--- src/rtl/lcfg_pkg.sv ---
package lcfg_pkg;
  typedef enum logic [2:0] {
    SEL_MODE = 3'd0,
    SEL_PORT = 3'd1,
    SEL_FMT  = 3'd2,
    SEL_DIV  = 3'd3,
    SEL_CTL2 = 3'd4
  } sel_e;

  typedef enum logic [2:0] {
    ST_IDLE = 3'd0,
    ST_MODE = 3'd1,
    ST_PORT = 3'd2,
    ST_FMT  = 3'd3,
    ST_DIV  = 3'd4
  } cst_e;

  localparam int unsigned NUM_BYTE_REGS = 3;
endpackage

--- src/rtl/lcfg_shadow_bank.sv ---
module lcfg_shadow_bank
  import lcfg_pkg::*;
#(
  parameter int unsigned REG_W   = 8,
  parameter int unsigned DIV_W   = 10,
  parameter int unsigned BRK_BIT = 6
) (
  input  logic                                    clk_i,
  input  logic                                    rst_ni,
  input  logic                                    wr_en_i,
  input  logic [2:0]                              wr_sel_i,
  input  logic [DIV_W-1:0]                        wr_data_i,
  input  logic                                    brk_wr_i,
  input  logic                                    brk_val_i,
  input  logic                                    commit_start_i,
  output logic [NUM_BYTE_REGS-1:0][REG_W-1:0]     sh_byte_o,
  output logic [DIV_W-1:0]                        sh_div_o,
  output logic                                    pend_o
);
  logic [NUM_BYTE_REGS-1:0] byte_hit;
  logic                     div_hit;
  logic                     defer_wr;

  // byte shadows are indexed by their select code
  for (genvar g = 0; g < NUM_BYTE_REGS; g++) begin : g_byte
    assign byte_hit[g] = wr_en_i && (wr_sel_i == 3'(g));

    if (g == int'(SEL_FMT)) begin : g_fmt
      logic [REG_W-1:0] nxt;
      always_comb begin
        nxt = byte_hit[g] ? wr_data_i[REG_W-1:0] : sh_byte_o[g];
        if (brk_wr_i) nxt[BRK_BIT] = brk_val_i;
      end
      always_ff @(posedge clk_i or negedge rst_ni) begin
        if (!rst_ni) sh_byte_o[g] <= '0;
        else         sh_byte_o[g] <= nxt;
      end
    end else begin : g_plain
      always_ff @(posedge clk_i or negedge rst_ni) begin
        if (!rst_ni)          sh_byte_o[g] <= '0;
        else if (byte_hit[g]) sh_byte_o[g] <= wr_data_i[REG_W-1:0];
      end
    end
  end

  assign div_hit  = wr_en_i && (wr_sel_i == SEL_DIV);
  assign defer_wr = (|byte_hit) || div_hit || brk_wr_i;

  always_ff @(posedge clk_i or negedge rst_ni) begin
    if (!rst_ni)      sh_div_o <= '0;
    else if (div_hit) sh_div_o <= wr_data_i;
  end

  // a write in the start cycle wins over the clear
  always_ff @(posedge clk_i or negedge rst_ni) begin
    if (!rst_ni)             pend_o <= 1'b0;
    else if (defer_wr)       pend_o <= 1'b1;
    else if (commit_start_i) pend_o <= 1'b0;
  end
endmodule

--- src/rtl/lcfg_commit_seq.sv ---
module lcfg_commit_seq
  import lcfg_pkg::*;
#(
  parameter int unsigned REG_W = 8,
  parameter int unsigned DIV_W = 10
) (
  input  logic                                clk_i,
  input  logic                                rst_ni,
  input  logic                                pend_i,
  input  logic                                tx_idle_i,
  input  logic [NUM_BYTE_REGS-1:0][REG_W-1:0] sh_byte_i,
  input  logic [DIV_W-1:0]                    sh_div_i,
  output logic                                commit_start_o,
  output logic [NUM_BYTE_REGS-1:0]            ld_byte_o,
  output logic                                ld_div_o,
  output logic [NUM_BYTE_REGS-1:0][REG_W-1:0] stg_byte_o,
  output logic [DIV_W-1:0]                    stg_div_o,
  output logic                                busy_o
);
  cst_e st_q, st_d;

  assign commit_start_o = (st_q == ST_IDLE) && pend_i && tx_idle_i;

  always_comb begin
    unique case (st_q)
      ST_IDLE: st_d = commit_start_o ? ST_MODE : ST_IDLE;
      ST_MODE: st_d = ST_PORT;
      ST_PORT: st_d = ST_FMT;
      ST_FMT:  st_d = ST_DIV;
      ST_DIV:  st_d = ST_IDLE;
      default: st_d = ST_IDLE;
    endcase
  end

  always_ff @(posedge clk_i or negedge rst_ni) begin
    if (!rst_ni) st_q <= ST_IDLE;
    else         st_q <= st_d;
  end

  // snapshot keeps a commit atomic against writes during the sequence
  always_ff @(posedge clk_i or negedge rst_ni) begin
    if (!rst_ni) begin
      stg_byte_o <= '0;
      stg_div_o  <= '0;
    end else if (commit_start_o) begin
      stg_byte_o <= sh_byte_i;
      stg_div_o  <= sh_div_i;
    end
  end

  assign ld_byte_o[SEL_MODE] = (st_q == ST_MODE);
  assign ld_byte_o[SEL_PORT] = (st_q == ST_PORT);
  assign ld_byte_o[SEL_FMT]  = (st_q == ST_FMT);
  assign ld_div_o            = (st_q == ST_DIV);
  assign busy_o              = (st_q != ST_IDLE);
endmodule

--- src/rtl/lcfg_live_regs.sv ---
module lcfg_live_regs
  import lcfg_pkg::*;
#(
  parameter int unsigned REG_W = 8,
  parameter int unsigned DIV_W = 10,
  localparam int unsigned HI_W  = DIV_W - REG_W,
  localparam int unsigned LOW_W = REG_W - HI_W
) (
  input  logic                                clk_i,
  input  logic                                rst_ni,
  input  logic [NUM_BYTE_REGS-1:0]            ld_byte_i,
  input  logic [NUM_BYTE_REGS-1:0][REG_W-1:0] stg_byte_i,
  input  logic                                ld_div_i,
  input  logic [DIV_W-1:0]                    stg_div_i,
  input  logic                                ctl2_wr_i,
  input  logic [LOW_W-1:0]                    ctl2_low_i,
  output logic [NUM_BYTE_REGS-1:0][REG_W-1:0] live_byte_o,
  output logic [REG_W-1:0]                    baud_o,
  output logic [REG_W-1:0]                    ctl2_o
);
  for (genvar g = 0; g < NUM_BYTE_REGS; g++) begin : g_live
    always_ff @(posedge clk_i or negedge rst_ni) begin
      if (!rst_ni)           live_byte_o[g] <= '0;
      else if (ld_byte_i[g]) live_byte_o[g] <= stg_byte_i[g];
    end
  end

  always_ff @(posedge clk_i or negedge rst_ni) begin
    if (!rst_ni)       baud_o <= '0;
    else if (ld_div_i) baud_o <= stg_div_i[REG_W-1:0];
  end

  // read-modify-write: each field has its own writer
  always_ff @(posedge clk_i or negedge rst_ni) begin
    if (!rst_ni) begin
      ctl2_o <= '0;
    end else begin
      if (ld_div_i)  ctl2_o[REG_W-1:LOW_W] <= stg_div_i[DIV_W-1:REG_W];
      if (ctl2_wr_i) ctl2_o[LOW_W-1:0]     <= ctl2_low_i;
    end
  end
endmodule

--- src/rtl/linecfg_defer.sv ---
module linecfg_defer
  import lcfg_pkg::*;
#(
  parameter int unsigned REG_W   = 8,
  parameter int unsigned DIV_W   = 10,
  parameter int unsigned BRK_BIT = 6
) (
  input  logic             clk_i,
  input  logic             rst_ni,
  input  logic             wr_en_i,
  input  logic [2:0]       wr_sel_i,
  input  logic [DIV_W-1:0] wr_data_i,
  input  logic             brk_wr_i,
  input  logic             brk_val_i,
  input  logic             tx_idle_i,
  output logic [REG_W-1:0] mode_o,
  output logic [REG_W-1:0] port_o,
  output logic [REG_W-1:0] fmt_o,
  output logic [REG_W-1:0] baud_o,
  output logic [REG_W-1:0] ctl2_o,
  output logic             pending_o,
  output logic             busy_o
);
  localparam int unsigned HI_W  = DIV_W - REG_W;
  localparam int unsigned LOW_W = REG_W - HI_W;

  logic [NUM_BYTE_REGS-1:0][REG_W-1:0] sh_byte, stg_byte, live_byte;
  logic [DIV_W-1:0]                    sh_div, stg_div;
  logic [NUM_BYTE_REGS-1:0]            ld_byte;
  logic                                ld_div, pend, commit_start, ctl2_wr;

  assign ctl2_wr = wr_en_i && (wr_sel_i == SEL_CTL2);

  lcfg_shadow_bank #(.REG_W(REG_W), .DIV_W(DIV_W), .BRK_BIT(BRK_BIT)) u_shadow (
    .clk_i          (clk_i),
    .rst_ni         (rst_ni),
    .wr_en_i        (wr_en_i),
    .wr_sel_i       (wr_sel_i),
    .wr_data_i      (wr_data_i),
    .brk_wr_i       (brk_wr_i),
    .brk_val_i      (brk_val_i),
    .commit_start_i (commit_start),
    .sh_byte_o      (sh_byte),
    .sh_div_o       (sh_div),
    .pend_o         (pend)
  );

  lcfg_commit_seq #(.REG_W(REG_W), .DIV_W(DIV_W)) u_seq (
    .clk_i          (clk_i),
    .rst_ni         (rst_ni),
    .pend_i         (pend),
    .tx_idle_i      (tx_idle_i),
    .sh_byte_i      (sh_byte),
    .sh_div_i       (sh_div),
    .commit_start_o (commit_start),
    .ld_byte_o      (ld_byte),
    .ld_div_o       (ld_div),
    .stg_byte_o     (stg_byte),
    .stg_div_o      (stg_div),
    .busy_o         (busy_o)
  );

  lcfg_live_regs #(.REG_W(REG_W), .DIV_W(DIV_W)) u_live (
    .clk_i       (clk_i),
    .rst_ni      (rst_ni),
    .ld_byte_i   (ld_byte),
    .stg_byte_i  (stg_byte),
    .ld_div_i    (ld_div),
    .stg_div_i   (stg_div),
    .ctl2_wr_i   (ctl2_wr),
    .ctl2_low_i  (wr_data_i[LOW_W-1:0]),
    .live_byte_o (live_byte),
    .baud_o      (baud_o),
    .ctl2_o      (ctl2_o)
  );

  assign mode_o    = live_byte[SEL_MODE];
  assign port_o    = live_byte[SEL_PORT];
  assign fmt_o     = live_byte[SEL_FMT];
  assign pending_o = pend;
endmodule

--- config.mk ---
export PLATFORM = sky130hd
export DESIGN_NAME = linecfg_defer
export DESIGN_NICKNAME = d
export VERILOG_FILES = /design/src/rtl/lcfg_pkg.sv /design/src/rtl/lcfg_shadow_bank.sv /design/src/rtl/lcfg_commit_seq.sv /design/src/rtl/lcfg_live_regs.sv /design/src/rtl/linecfg_defer.sv
export SDC_FILE = /design/constraint.sdc
export NUM_CORES = 1
export LEC_CHECK = 0
export BUFFER_PORTS_ARGS = -buffer_cell sky130_fd_sc_hd__buf_2
export CAP_MARGIN = 20
export CORE_MARGIN = 3
export CORE_UTILIZATION = 55
export CTS_CLUSTER_DIAMETER = 50
export DETAILED_ROUTE_END_ITERATION = 8
export GPL_ROUTABILITY_DRIVEN = 0
export PLACE_DENSITY = 0.77
export SYNTH_ARGS = -nofsm -noshare
export SYNTH_HDL_FRONTEND = slang
export SYNTH_SLANG_ARGS = --single-unit
export TNS_END_PERCENT = 50
--- constraint.sdc ---
create_clock -name clk_i -period 1.9 [get_ports clk_i]
set_input_delay 0.285 -clock clk_i [delete_from_list [all_inputs] [get_ports clk_i]]
set_output_delay 0.285 -clock clk_i [all_outputs]
set_load 0.02 [all_outputs]
Word-level counts from Yosys, hierarchy flattened
Index checks and enable logic that the tools add are counted.
{ "classes": {"add_sub_neg": 0, "n_lt_le_gt_ge": 0, "bitwise": 0, "div": 0, "reduce_logical": 15, "eq_ne": 8, "shift": 0, "n_mux": 6, "n_mul": 0} }
{ "op_table": {"columns": ["operator", "count"], "rows": [
  ["3-bit by 2-bit equality test with 1-bit output (second input constant)", 4],
  ["3-bit case mux with 4 select lines", 1],
  ["1-bit logical AND", 7],
  ["7-bit two-way mux", 1],
  ["3-bit by 1-bit equality test with 1-bit output (second input constant)", 2],
  ["3-bit equality test (second input constant)", 2],
  ["3-bit zero test", 2],
  ["1-bit two-way mux", 4],
  ["2-bit nonzero test", 2],
  ["3-bit nonzero test", 1],
  ["3-bit OR reduction", 1],
  ["1-bit logical OR", 2]
]} }
{ "totals": {"word_cells": 46, "latch_bits": 0, "mem_count": 0, "in_bits": 19, "rom_bits": 0, "regBits": 112, "mem_bits_rw": 0, "output_inout_bits": 42} }

Longest topological paths before layout
Gate-level depths: netlist of the first run.
{ "logic_depth": {"ltp_word": 6, "mapped_depth": 4, "depth_no_buf": 3} }

Modules after synthesis
A second synthesis of the first run with hierarchy kept.
{ "unflattened": {"hier_cells": 250, "hier_area_um2": 4595.7} }
{ "by_module_without_submodules": {"columns": ["mod", "area_each_um2", "cells_per_inst", "seq_area_each_um2", "instances"], "rows": [
  ["lcfg_live_regs", 1657.8, 85, 1001.0, 1],
  ["lcfg_commit_seq", 1564.0, 84, 925.9, 1],
  ["lcfg_shadow_bank", 1361.3, 80, 875.8, 1],
  ["linecfg_defer", 12.5, 1, 0.0, 1]
]} }

Least setup slack after synthesis of the first run
OpenSTA, ideal clock, no wires.
{ "synth_path": {"path_kind": "register to register", "startpoint": "register u_seq.st_q[2]", "endpoint": "register u_seq.stg_byte_o[10] (netlist name)", "stages_incl_launch_ff": 5, "setup_ns": 0.125, "path_buffers": 1, "setup_slack_ns": 0.227, "t_required_ns": 1.775, "t_arrival_ns": 1.548, "period_less_slack_ns": 1.673, "cell_sequence": "dfrtp_1 or3_4 nor2_8 buf_12 mux2_4"} }
{ "synth_via": {"elab_chain_len": 3} }
{ "synth_rtl": {"columns": ["element", "line_no", "source"], "rows": [
  ["start, declared", "lcfg_commit_seq.sv:20", "cst_e st_q, st_d;"],
  ["start signal, assigned", "lcfg_commit_seq.sv:37", "else st_q <= st_d;"],
  ["3-bit zero test", "lcfg_commit_seq.sv:22", "assign commit_start_o = (st_q == ST_IDLE) && pend_i && tx_idle_i;"],
  ["1-bit logical AND (2 in series)", "lcfg_commit_seq.sv:22", null],
  ["end signal, assigned", "lcfg_commit_seq.sv:46", "stg_byte_o <= sh_byte_i;"],
  ["end, declared", "lcfg_commit_seq.sv:16", "output logic [NUM_BYTE_REGS-1:0][REG_W-1:0] stg_byte_o,"]
]} }
Every way passes these cells.
A chain may end at the register's enable or synchronous reset.

Worst setup path after layout of the first run
{ "layout_path": {"startpoint": "register u_seq.st_q[2]", "endpoint": "register u_seq.stg_div_o[9]"} }
{ "layout_via": {"elab_chain_len": 3} }
{ "layout_rtl": {"columns": ["element", "line_no", "source"], "rows": [
  ["3-bit zero test", "lcfg_commit_seq.sv:22", null],
  ["1-bit logical AND (2 in series)", "lcfg_commit_seq.sv:22", null],
  ["end signal, assigned", "lcfg_commit_seq.sv:47", "stg_div_o <= sh_div_i;"],
  ["end, declared", "lcfg_commit_seq.sv:17", "output logic [DIV_W-1:0] stg_div_o,"]
]} }
Every way passes these cells.

==> reports/qor.yml, run 1 <==
outcome:
  status: "finished clean"
worst_setup_path:
  worst_ep_arrival_time_ns: 1.97
  reg2reg_depth: 4
  reg2reg_slack_ns: 0.19
  cp-start-kind: "register"
  max_stage_delay_ns: 0.45
  required_ns: 2.16
  regToRegStartpoint: "u_seq.st_q[2]"
  setup.worst_path.class: "reg -> reg"
  cp_max_fo: 21
  cp_slowest_cell: "or3_4"
  crit_chain: "or3_4 -> nor2_8 -> buf_12 -> mux2_2"
  crit_path_end_kind: "register"
  r2r-end: "u_seq.stg_div_o[9]"
power_and_ir_drop:
  p_leak_nw: 2.404
  p_per_area_mw_per_mm2: 1620
  worst_ir_drop_vdd_uv: 876.5
  p_total_mw: 8.203
sta:
  tns_ns: 0
  layout_min_cycle_time_ns: 1.715
  worst_pin_slew_ns: 0.5175
  slew_violations: 0
  holdWs_ns: 0.1212
  finalCritPeriodShare: 0.9025
  fin_skew_ns: 0.008936
  hold_viol_final: 0
  setup-violations-final: 0
  worst_slack_ns: 0.1852
  grt_setup_unrepaired: "false"
  slew_headroom: 0.6540
  max_freq_mhz: 583.2
min_path:
  hold_depth: 3
  whs_endpoint: "u_shadow.sh_byte_o[22]"
  hold_path_class: "in -> reg"
  min-delay-start: "brk_val_i"
yosys:
  yosysWarnings: 0
  synth_seq_area_share: 0.6424
  post_synth.cell_area_avg_um2: 17.59
  syn-num-nets: 267
  synthDistinctLibCells: 21
  ys_ff_latch: 112
  syn-cell-area_mm2: 0.004363
  postSynthCellCount: 248
cells_and_area:
  drive_gt1_frac: 0.6061
  final_nets: 344
  fin_cells: 429
  final_area_mm2: 0.005062
  antenna_cells: 0
  area_delta_synth_final_pct: 16.03
  fillers: 530
  utilization: 0.6762
clock_network:
  clockBufferDepth: 2
  clkTransAtPathRegs_ns: 0.10
  cts_sinks: 112
  clock_latency_ns: 0.37
  cts_tree: "done"
  cts_made_buffers: 9
  cts_max_level: 3
  cts_resized: 0
  root_buffer: "clkbuf_8"
place:
  place_area_mm2: 0.004847
  placed_cells: 412
  dp.final_hpwl_mm: 5.355
  port_buffers: 60
  place_ws_ns: 0.2099
detailed_routing:
  ant_nets: 0
  wirelength_mm: 7.786
  wl_per_cell_um: 18.15
  remaining_drc_errors: 0
  drt_iter0_drc: 67
  avgViaCountPerCell: 5.256
  vias: 2255
  first_pass_iters: 4
grt:
  grt_antenna_before_repair: 0
  overflow: 0
  grt_pass1_vias: 2426
  grt_pass1_wl_mm: 12.77
  grt_max_degree: 47
  grt_usage: 0.1939
die:
  chipWidth_um: 95.07
  initial_core_util: 0.5828
  die-area_mm2: 0.009037
  rows: 31
  core_mm2: 0.007486
  die_h_um: 95.07
  io-pin-count: 61
run:
  drv_cap: 0
-- worst max path at each step --
stage	from	endpoint	slack, ns	cells after the start
after floorplan	u_seq.st_q[2]	u_seq.stg_byte_o[10]	0.23	4
after global placement	u_seq.st_q[2]	u_seq.stg_byte_o[1]	0.24	4
after detailed placement	u_seq.st_q[2]	u_seq.stg_byte_o[1]	0.21	4
after CTS	u_seq.st_q[2]	busy_o	0.16	2
after global routing	u_seq.st_q[2]	u_seq.stg_byte_o[0]	0.13	4
final	u_seq.st_q[2]	u_seq.stg_div_o[9]	0.19	4
-- layout make-up --
type	count	area (µm²)	area share
Inverter	2	7.507	0.001483
Clock inverter	5	63.81	0.01261
Timing Repair Buffer	72	445.4	0.08799
Tap cell	99	123.9	0.02447
Multi-Input combinational cell	128	1478	0.2919
Clock buffer	11	141.4	0.02793
Sequential cell	112	2803	0.5536
-- cells by family (layout without fill, tap and decap cells) --
| family | count (synthesis) | count (layout) | synth area share |
|---|---|---|---|
| flip-flops | 112 | 112 | 0.6424 |
| multiplexers | 108 | 108 | 0.3026 |
| AND/OR/NAND/NOR | 18 | 18 | 0.03384 |
| buffers and inverters | 8 | 90 | 0.01893 |
| AO/OA/AOI/OAI | 2 | 2 | 0.002294 |
-- Yosys cell counts --
cell	instances	area, µm²
nor3b_1	1	7.510
and3b_1	1	8.760
or2_2	2	12.51
or3_4	1	11.26
nor2_1	1	3.750
and2b_1	1	7.510
o21ai_0	2	10.01
mux2_4	28	420.4
nor3_1	1	5.000
nand2_1	3	11.26
nand3_1	1	5.000
nor2_8	1	20.02
nor4bb_1	1	10.01
mux2i_1	1	10.01
nand3b_1	1	7.510
nor3b_2	3	37.54
mux2_2	79	889.6
buf_12	3	60.06
inv_1	2	7.510
buf_2	3	15.01
dfrtp_1	112	2803
-- metal layers --
metal	global-route usage	wire (µm)
met5	0	0
met4	0.06490	116
met3	0.04262	363
met1	0.2663	3666
met2	0.3085	3640
-- cells in the final DEF, fill, tap and decap left out --
master         synthesis  routed
bufinv_16              0       1
mux2i_1                1       1
dlygate4sd3_1          0       1
nand3b_1               1       1
nor2_1                 1       1
nor3b_1                1       1
inv_1                  2       2
buf_12                 3       4
and2b_1                1       1
nor3b_2                3       3
o21ai_0                2       2
nor4bb_1               1       1
buf_4                  0       8
nand3_1                1       1
nor2_8                 1       1
nand2_1                3       3
and3b_1                1       1
inv_6                  0       2
mux2_2                79      79
clkbuf_8               0      10
clkinvlp_4             0       1
dfrtp_1              112     112
clkbuf_1               0       1
or3_4                  1       1
mux2_4                28      28
clkinv_4               0       1
buf_2                  3      59
nor3_1                 1       1
or2_2                  2       2
-- repair_timing --
item	4_1_cts	5_1_grt
endpoints found under the hold margin	34	0
hold buffers	1	0
setup buffers	0	0
-- state kept, by name (all words and copies together) (netlist names) --
| register | count |
|---|---|
| u_live.live_byte_o | 24 |
| u_shadow.pend_o | 1 |
| u_seq.stg_byte_o | 24 |
| u_live.ctl2_o | 8 |
| u_shadow.sh_div_o | 10 |
| u_seq.st_q | 3 |
| u_live.baud_o | 8 |
| u_seq.stg_div_o | 10 |
| u_shadow.sh_byte_o | 24 |
-- power breakdown --
group          total (mW)  internal [mW]  switching [mW]
clock                1.43          0.658           0.772
sequential           3.83           3.32           0.510
combinational        2.94           1.63            1.31
total                8.20           5.61            2.59
-- critical path: cells and delay by family, from the launching register on --
kind | cells | cell delay, ns
buffers and inverters | 1 | 0.20
and+or+nand+nor | 2 | 0.61
muxes | 1 | 0.35
DFF | 1 | 0.44
Note: power is estimated with default switching activity, not from simulation.
==> run 2: changes to the inputs <==
--- a/config.mk
+++ b/config.mk
@@ -14,2 +14,3 @@
 export GPL_ROUTABILITY_DRIVEN = 0
+export MAX_ROUTING_LAYER = met4
 export PLACE_DENSITY = 0.77
==> constraint.sdc (replaced) <==
create_clock -name clk_i -period 1.9 [get_ports clk_i]
set_input_delay 0.095 -clock clk_i [delete_from_list [all_inputs] [get_ports clk_i]]
set_output_delay 0.095 -clock clk_i [all_outputs]
set_load 0.02 [all_outputs]
==> reports/qor.yml, run 2 (synthesis gave the netlist of run 1 again) <==
die:
  die-area_mm2: 0.009037
  chipWidth_um: 95.07
  rows: 31
  die_h_um: 95.07
  initial_core_util: 0.5828
  core_mm2: 0.007486
  io-pin-count: 61
detailed_routing:
  wirelength_mm: 7.836
  wl_met1_mm: 3.603
  drt_iter0_drc: 78
  met3_wirelength_um: 436
  wl_per_cell_um: 17.97
  first_pass_iters: 4
  wl_met2_mm: 3.726
  remaining_drc_errors: 0
  ant_nets: 0
  avgViaCountPerCell: 5.317
  routed.top_layer: "met4"
  vias: 2318
run:
  drv_cap: 0
cells_and_area:
  fillers: 516
  final_cell_mix: "dfrtp_1, mux2_2, buf_2"
  antenna_cells: 0
  fin_cells: 436
  layout_commonest_cell: "dfrtp_1"
  final_nets: 351
  final_area_mm2: 0.005139
  area_delta_synth_final_pct: 17.78
  utilization: 0.6864
  drive_gt1_frac: 0.5994
  reg.largest.list: "u_live.live_byte_o: 24 flops, u_seq.stg_byte_o: 24 flops, u_shadow.sh_byte_o: 24 flops"
clock_network:
  cts_sinks: 112
  cts_made_buffers: 9
  clockBufferDepth: 2
  cts_tree: "done"
  post_cts_buffers: 0
  clock_latency_ns: 0.37
  cts_max_level: 3
  clkTransAtPathRegs_ns: 0.11
  root_buffer: "clkbuf_8"
place:
  placed_cells: 413
  port_buffers: 60
  place_area_mm2: 0.004842
  dp.final_hpwl_mm: 5.377
sta:
  max_freq_mhz: 586.8
  fin_skew_ns: 0.008741
  grt_setup_unrepaired: "false"
  tns_ns: 0
  slew_headroom: 0.6296
  slew_violations: 0
  holdWs_ns: 0.03985
  finalCritPeriodShare: 0.8969
  setup-violations-final: 0
  layout_min_cycle_time_ns: 1.704
  hold_viol_final: 0
  worst_pin_slew_ns: 0.5541
grt:
  grt_max_degree: 72
  grt_pass1_wl_mm: 12.77
  grt_usage: 0.1986
  overflow: 0
  grt_pass1_vias: 2446
  grt_antenna_before_repair: 0
worst_setup_path:
  setup.worst_path.class: "in -> reg"
  cp-start-kind: "input pin"
  crit_path_end_kind: "register"
  required_ns: 2.16
  cp_max_fo: 3
  worst_ep_arrival_time_ns: 1.96
power_and_ir_drop:
  pwr-share-comb: 0.355
  p_sw_mw: 2.628
  worst_ir_drop_vdd_uv: 948.8
  seq_power_share: 0.459
  p_per_area_mw_per_mm2: 1624
  switching_share: 0.3149
  p_leak_nw: 2.439
  clkPwrFrac: 0.186
  p_int_mw: 5.718
min_path:
  hold_path_class: "in -> reg"
outcome:
  status: "finished clean"
==> run 2: changes by cell type in the layout (fill, tap and decap cells not counted), sizes merged <==
cell / delta
buf: +1
dlygate4sd3: +6
clkbuf: -2
clkinv: +1
bufinv: +1
==> run 2: timing repair <==
item / in CTS / in global routing
hold endpoints to repair: 35 / 0
hold buffers: 7 / 0
gates resized for setup: 0 / 0
==> run 2: metal layers <==
layer  track usage  vias up
met5             -        -
met4       0.04327        0
met3       0.06393        8
met2        0.2933       59
met1        0.2725     1205
li1              -     1046
==> run 2: cell type report <==
type                       instances  area, µm²  share of cell area
inverter                           2      7.507            0.001461
tap                               99      123.9             0.02411
multi-input combinational        128       1478              0.2876
clock inverter                     7      102.6             0.01997
timing repair buffer              79      500.5             0.09739
clock buffer                       9      123.9             0.02411
sequential                       112       2803              0.5454
==> run 2: worst max-delay path: stages <==
cell and delay (ns):
dlygate4sd3_1 0.53, buf_2 0.14, nand2_1 0.05, dlygate4sd3_1 0.54, o21ai_0 0.07, dlygate4sd3_1 0.55
==> run 2: worst paths after layout <==
path / from / endpoint / slack, ns / cells after the start
min reg2reg: u_shadow.sh_div_o[0] / u_seq.stg_div_o[0] / 0.51 / 1
max in group asynchronous: rst_ni / u_live.live_byte_o[4] / 0.99 / 3
max: brk_wr_i / u_shadow.sh_byte_o[22] / 0.20 / 6
max reg2reg: u_seq.st_q[2] / u_seq.stg_byte_o[7] / 0.20 / 4
min in group asynchronous: rst_ni / u_live.live_byte_o[16] / 0.21 / 2
min: wr_data_i[7] / u_shadow.sh_div_o[7] / 0.04 / 2
==> run 2: stage by stage <==
| stage | power [mW] | setup slack [ns] |
|---|---|---|
| floorplan | 5.983 | 0.2265 |
| global placement | 6.727 | 0.2388 |
| detailed placement | 6.871 | 0.1953 |
| CTS | 8.442 | 0.1907 |
| global route | 8.842 | 0.1348 |
| finish | 8.346 | 0.1958 |
==> run 2: power groups by stage <==
stage	Combinational, mW	Clock, mW	Sequential [mW]
floorplan	1.77	0	4.22
global placement	2.89	0	3.83
detailed placement	2.99	0	3.88
CTS	3.01	1.59	3.85
global route	3.19	1.69	3.95
finish	2.96	1.55	3.83
==> run 3: changes to the inputs <==
- SYNTH_HIERARCHICAL: not set -> 1
==> reports/qor.yml, run 3 <==
outcome:
  status: "finished clean"
power_and_ir_drop:
  p_sw_mw: 2.699
  p_int_mw: 5.779
  seq_power_share: 0.458
  switching_share: 0.3184
  pwr-share-comb: 0.392
  p_per_area_mw_per_mm2: 1612
  worst_ir_drop_vdd_uv: 985.3
  p_leak_nw: 2.509
  clkPwrFrac: 0.150
yosys:
  ys_async_sr_fraction: 1.000
  synthDistinctLibCells: 20
  synth_flop_cell: "dfrtp_1"
  synth_fa_ha_area_frac: 0
  synthSimpleGateAreaFrac: 0.03730
  synth.most_common_cell: "dfrtp_1"
  yosysWarnings: 6
  synth_edf_count: 0
  synthTopCellsByArea: "dfrtp_1, mux2_4, mux2_2, buf_6, buf_12"
  syn-cell-area_mm2: 0.004596
  ys_ff_latch: 112
  post_synth.cell_area_avg_um2: 18.38
  synth_compound_area_frac: 0.003267
  postSynthCellCount: 250
  synth_seq_area_share: 0.6099
  synth_top_area_share: 0.6099
  synth_top_family_by_area: "multiplexers"
  synthTopCellsByCount: "dfrtp_1, mux2_4, mux2_2"
  synth.mux.area_fraction: 0.3199
  synthXorXnorAreaFrac: 0
  synth_top_cell_by_area: "dfrtp_1"
  syn-num-nets: 269
cells_and_area:
  antenna_cells: 0
  drive_gt1_frac: 0.6254
  final_nets: 345
  final_cell_mix: "dfrtp_1, mux2_4, buf_2"
  layout_commonest_cell: "dfrtp_1"
  area_delta_synth_final_pct: 14.43
  final_area_mm2: 0.005259
  utilization: 0.6634
  reg.largest.list: "u_live/live_byte_o: 24 flops, u_seq/stg_byte_o: 24 flops, u_shadow/sh_byte_o: 24 flops"
place:
  place_area_mm2: 0.005006
  dp.final_hpwl_mm: 5.443
  port_buffers: 60
detailed_routing:
  wl_per_cell_um: 18.53
  avgViaCountPerCell: 5.238
  ant_nets: 0
  wirelength_mm: 8.022
  first_pass_iters: 4
  drt_iter0_drc: 85
  remaining_drc_errors: 0
  vias: 2268
worst_setup_path:
  required_ns: 2.15
  max_stage_delay_ns: 0.55
  cp-start-kind: "input pin"
  crit_chain: "dlygate4sd3_1 -> buf_2 -> nand2_1 -> dlygate4sd3_1 -> o21ai_0 -> dlygate4sd3_1"
  cp_max_fo: 3
  crit_family: "buffers and inverters"
  crit_path_end_kind: "register"
  setup.worst_path.class: "in -> reg"
  worst_ep_arrival_time_ns: 1.99
  path_common_cell: "dlygate4sd3_1"
  cp_num_buf_inv: 4
  cp_slowest_cell: "dlygate4sd3_1"
die:
  rows: 32
  io-pin-count: 61
  die-area_mm2: 0.009489
  chipWidth_um: 97.41
  core_mm2: 0.007928
  initial_core_util: 0.5797
  die_h_um: 97.41
sta:
  setup-violations-final: 0
  fin_skew_ns: 0.01103
  finalCritPeriodShare: 0.9141
  worst_pin_slew_ns: 0.5290
  tns_ns: 0
  hold_viol_final: 0
  slew_violations: 0
  slew_headroom: 0.6473
  grt_setup_unrepaired: "false"
  max_freq_mhz: 575.8
  layout_min_cycle_time_ns: 1.737
clock_network:
  cts_max_level: 3
  cts_made_buffers: 9
  cts_sinks: 112
  clockBufferDepth: 2
  clock_latency_ns: 0.36
  cts_resized: 0
  clkTransAtPathRegs_ns: 0.10
  root_buffer: "clkbuf_8"
  cts_tree: "done"
grt:
  gr-max-usage-layer: "met2"
  met3_usage: 0.04666
  grt_antenna_before_repair: 0
  grt_usage: 0.1857
  grt_pass1_vias: 2487
  grt_max_degree: 52
  overflow: 0
  grt_pass1_wl_mm: 13.36
  met2_usage: 0.2783
  grt_util_met1: 0.2547
min_path:
  hold_path_class: "in -> reg"
run:
  drv_cap: 0
[run 3: timing repair]
item                                   4_1_cts  5_1_grt
hold buffers                                 7        0
endpoints found under the hold margin       42        0
setup endpoints to repair                    0        0
buffers inserted                             0        0
[run 3: cell type report]
type / instances / area, µm²
fillers: 563 / 2669
flip-flops and latches: 112 / 2803
multi-input cells: 127 / 1672
clock buffers: 10 / 137.6
clock inverters: 6 / 45.04
well taps: 102 / 127.6
inverters: 1 / 3.754
repair buffers: 75 / 470.5
[run 3: cell families after synthesis]
family,after synthesis
compound gates,2
mux,108
flops,112
buf+inv,11
simple gates,17
[run 3: power groups by stage]
stage	Clock [mW]	Combinational (mW)	Sequential [mW]
floorplan	0	2.18	4.25
finish	1.28	3.32	3.88
CTS	1.32	3.36	3.90
detailed placement	0	3.33	3.93
global placement	0	3.24	3.89
global route	1.42	3.51	4.03
[run 3: path summary, 6_finish.rpt]
kind,from,end,slack [ns],cells after the start
hold reg to reg,u_shadow/sh_byte_o[2],u_seq/stg_byte_o[2],0.51,1
max in group asynchronous,rst_ni,u_seq/stg_byte_o[13],0.98,3
setup / recovery,brk_wr_i,u_shadow/sh_byte_o[22],0.16,6
setup reg to reg,u_seq/st_q[2],u_seq/stg_byte_o[0],0.17,4
min in group asynchronous,rst_ni,u_live/ctl2_o[7],0.25,2
hold / removal,wr_data_i[6],u_shadow/sh_byte_o[6],0.04,2
[run 3: through the flow]
stage	setup slack (ns)	power [mW]	hold slack, ns	std cells
6_report	0.1632	8.478	0.04089	433
3_3_place_gp	0.2351	7.132	0.1045	410
3_5_place_dp	0.1994	7.257	0.1107	410
2_1_floorplan	0.2270	6.425	-0.2006	250
5_1_grt	0.07159	8.959	0.01953	433
4_1_cts	0.1692	8.580	0.02599	433
[run 3: metal layers]
metal	up-vias	part of all wire
li1	1032	-
met1	1173	0.47
met2	54	0.47
met3	9	0.045
met4	0	0.014
met5	-	0
[run 3: worst reg2reg max path: cells and delay by family, from the launching register on]
| family | cells | cell delay [ns] |
|---|---|---|
| buffers and inverters | 1 | 0.20 |
| flip-flops | 1 | 0.45 |
| AND/OR/NAND/NOR | 2 | 0.60 |
| multiplexers | 1 | 0.36 |
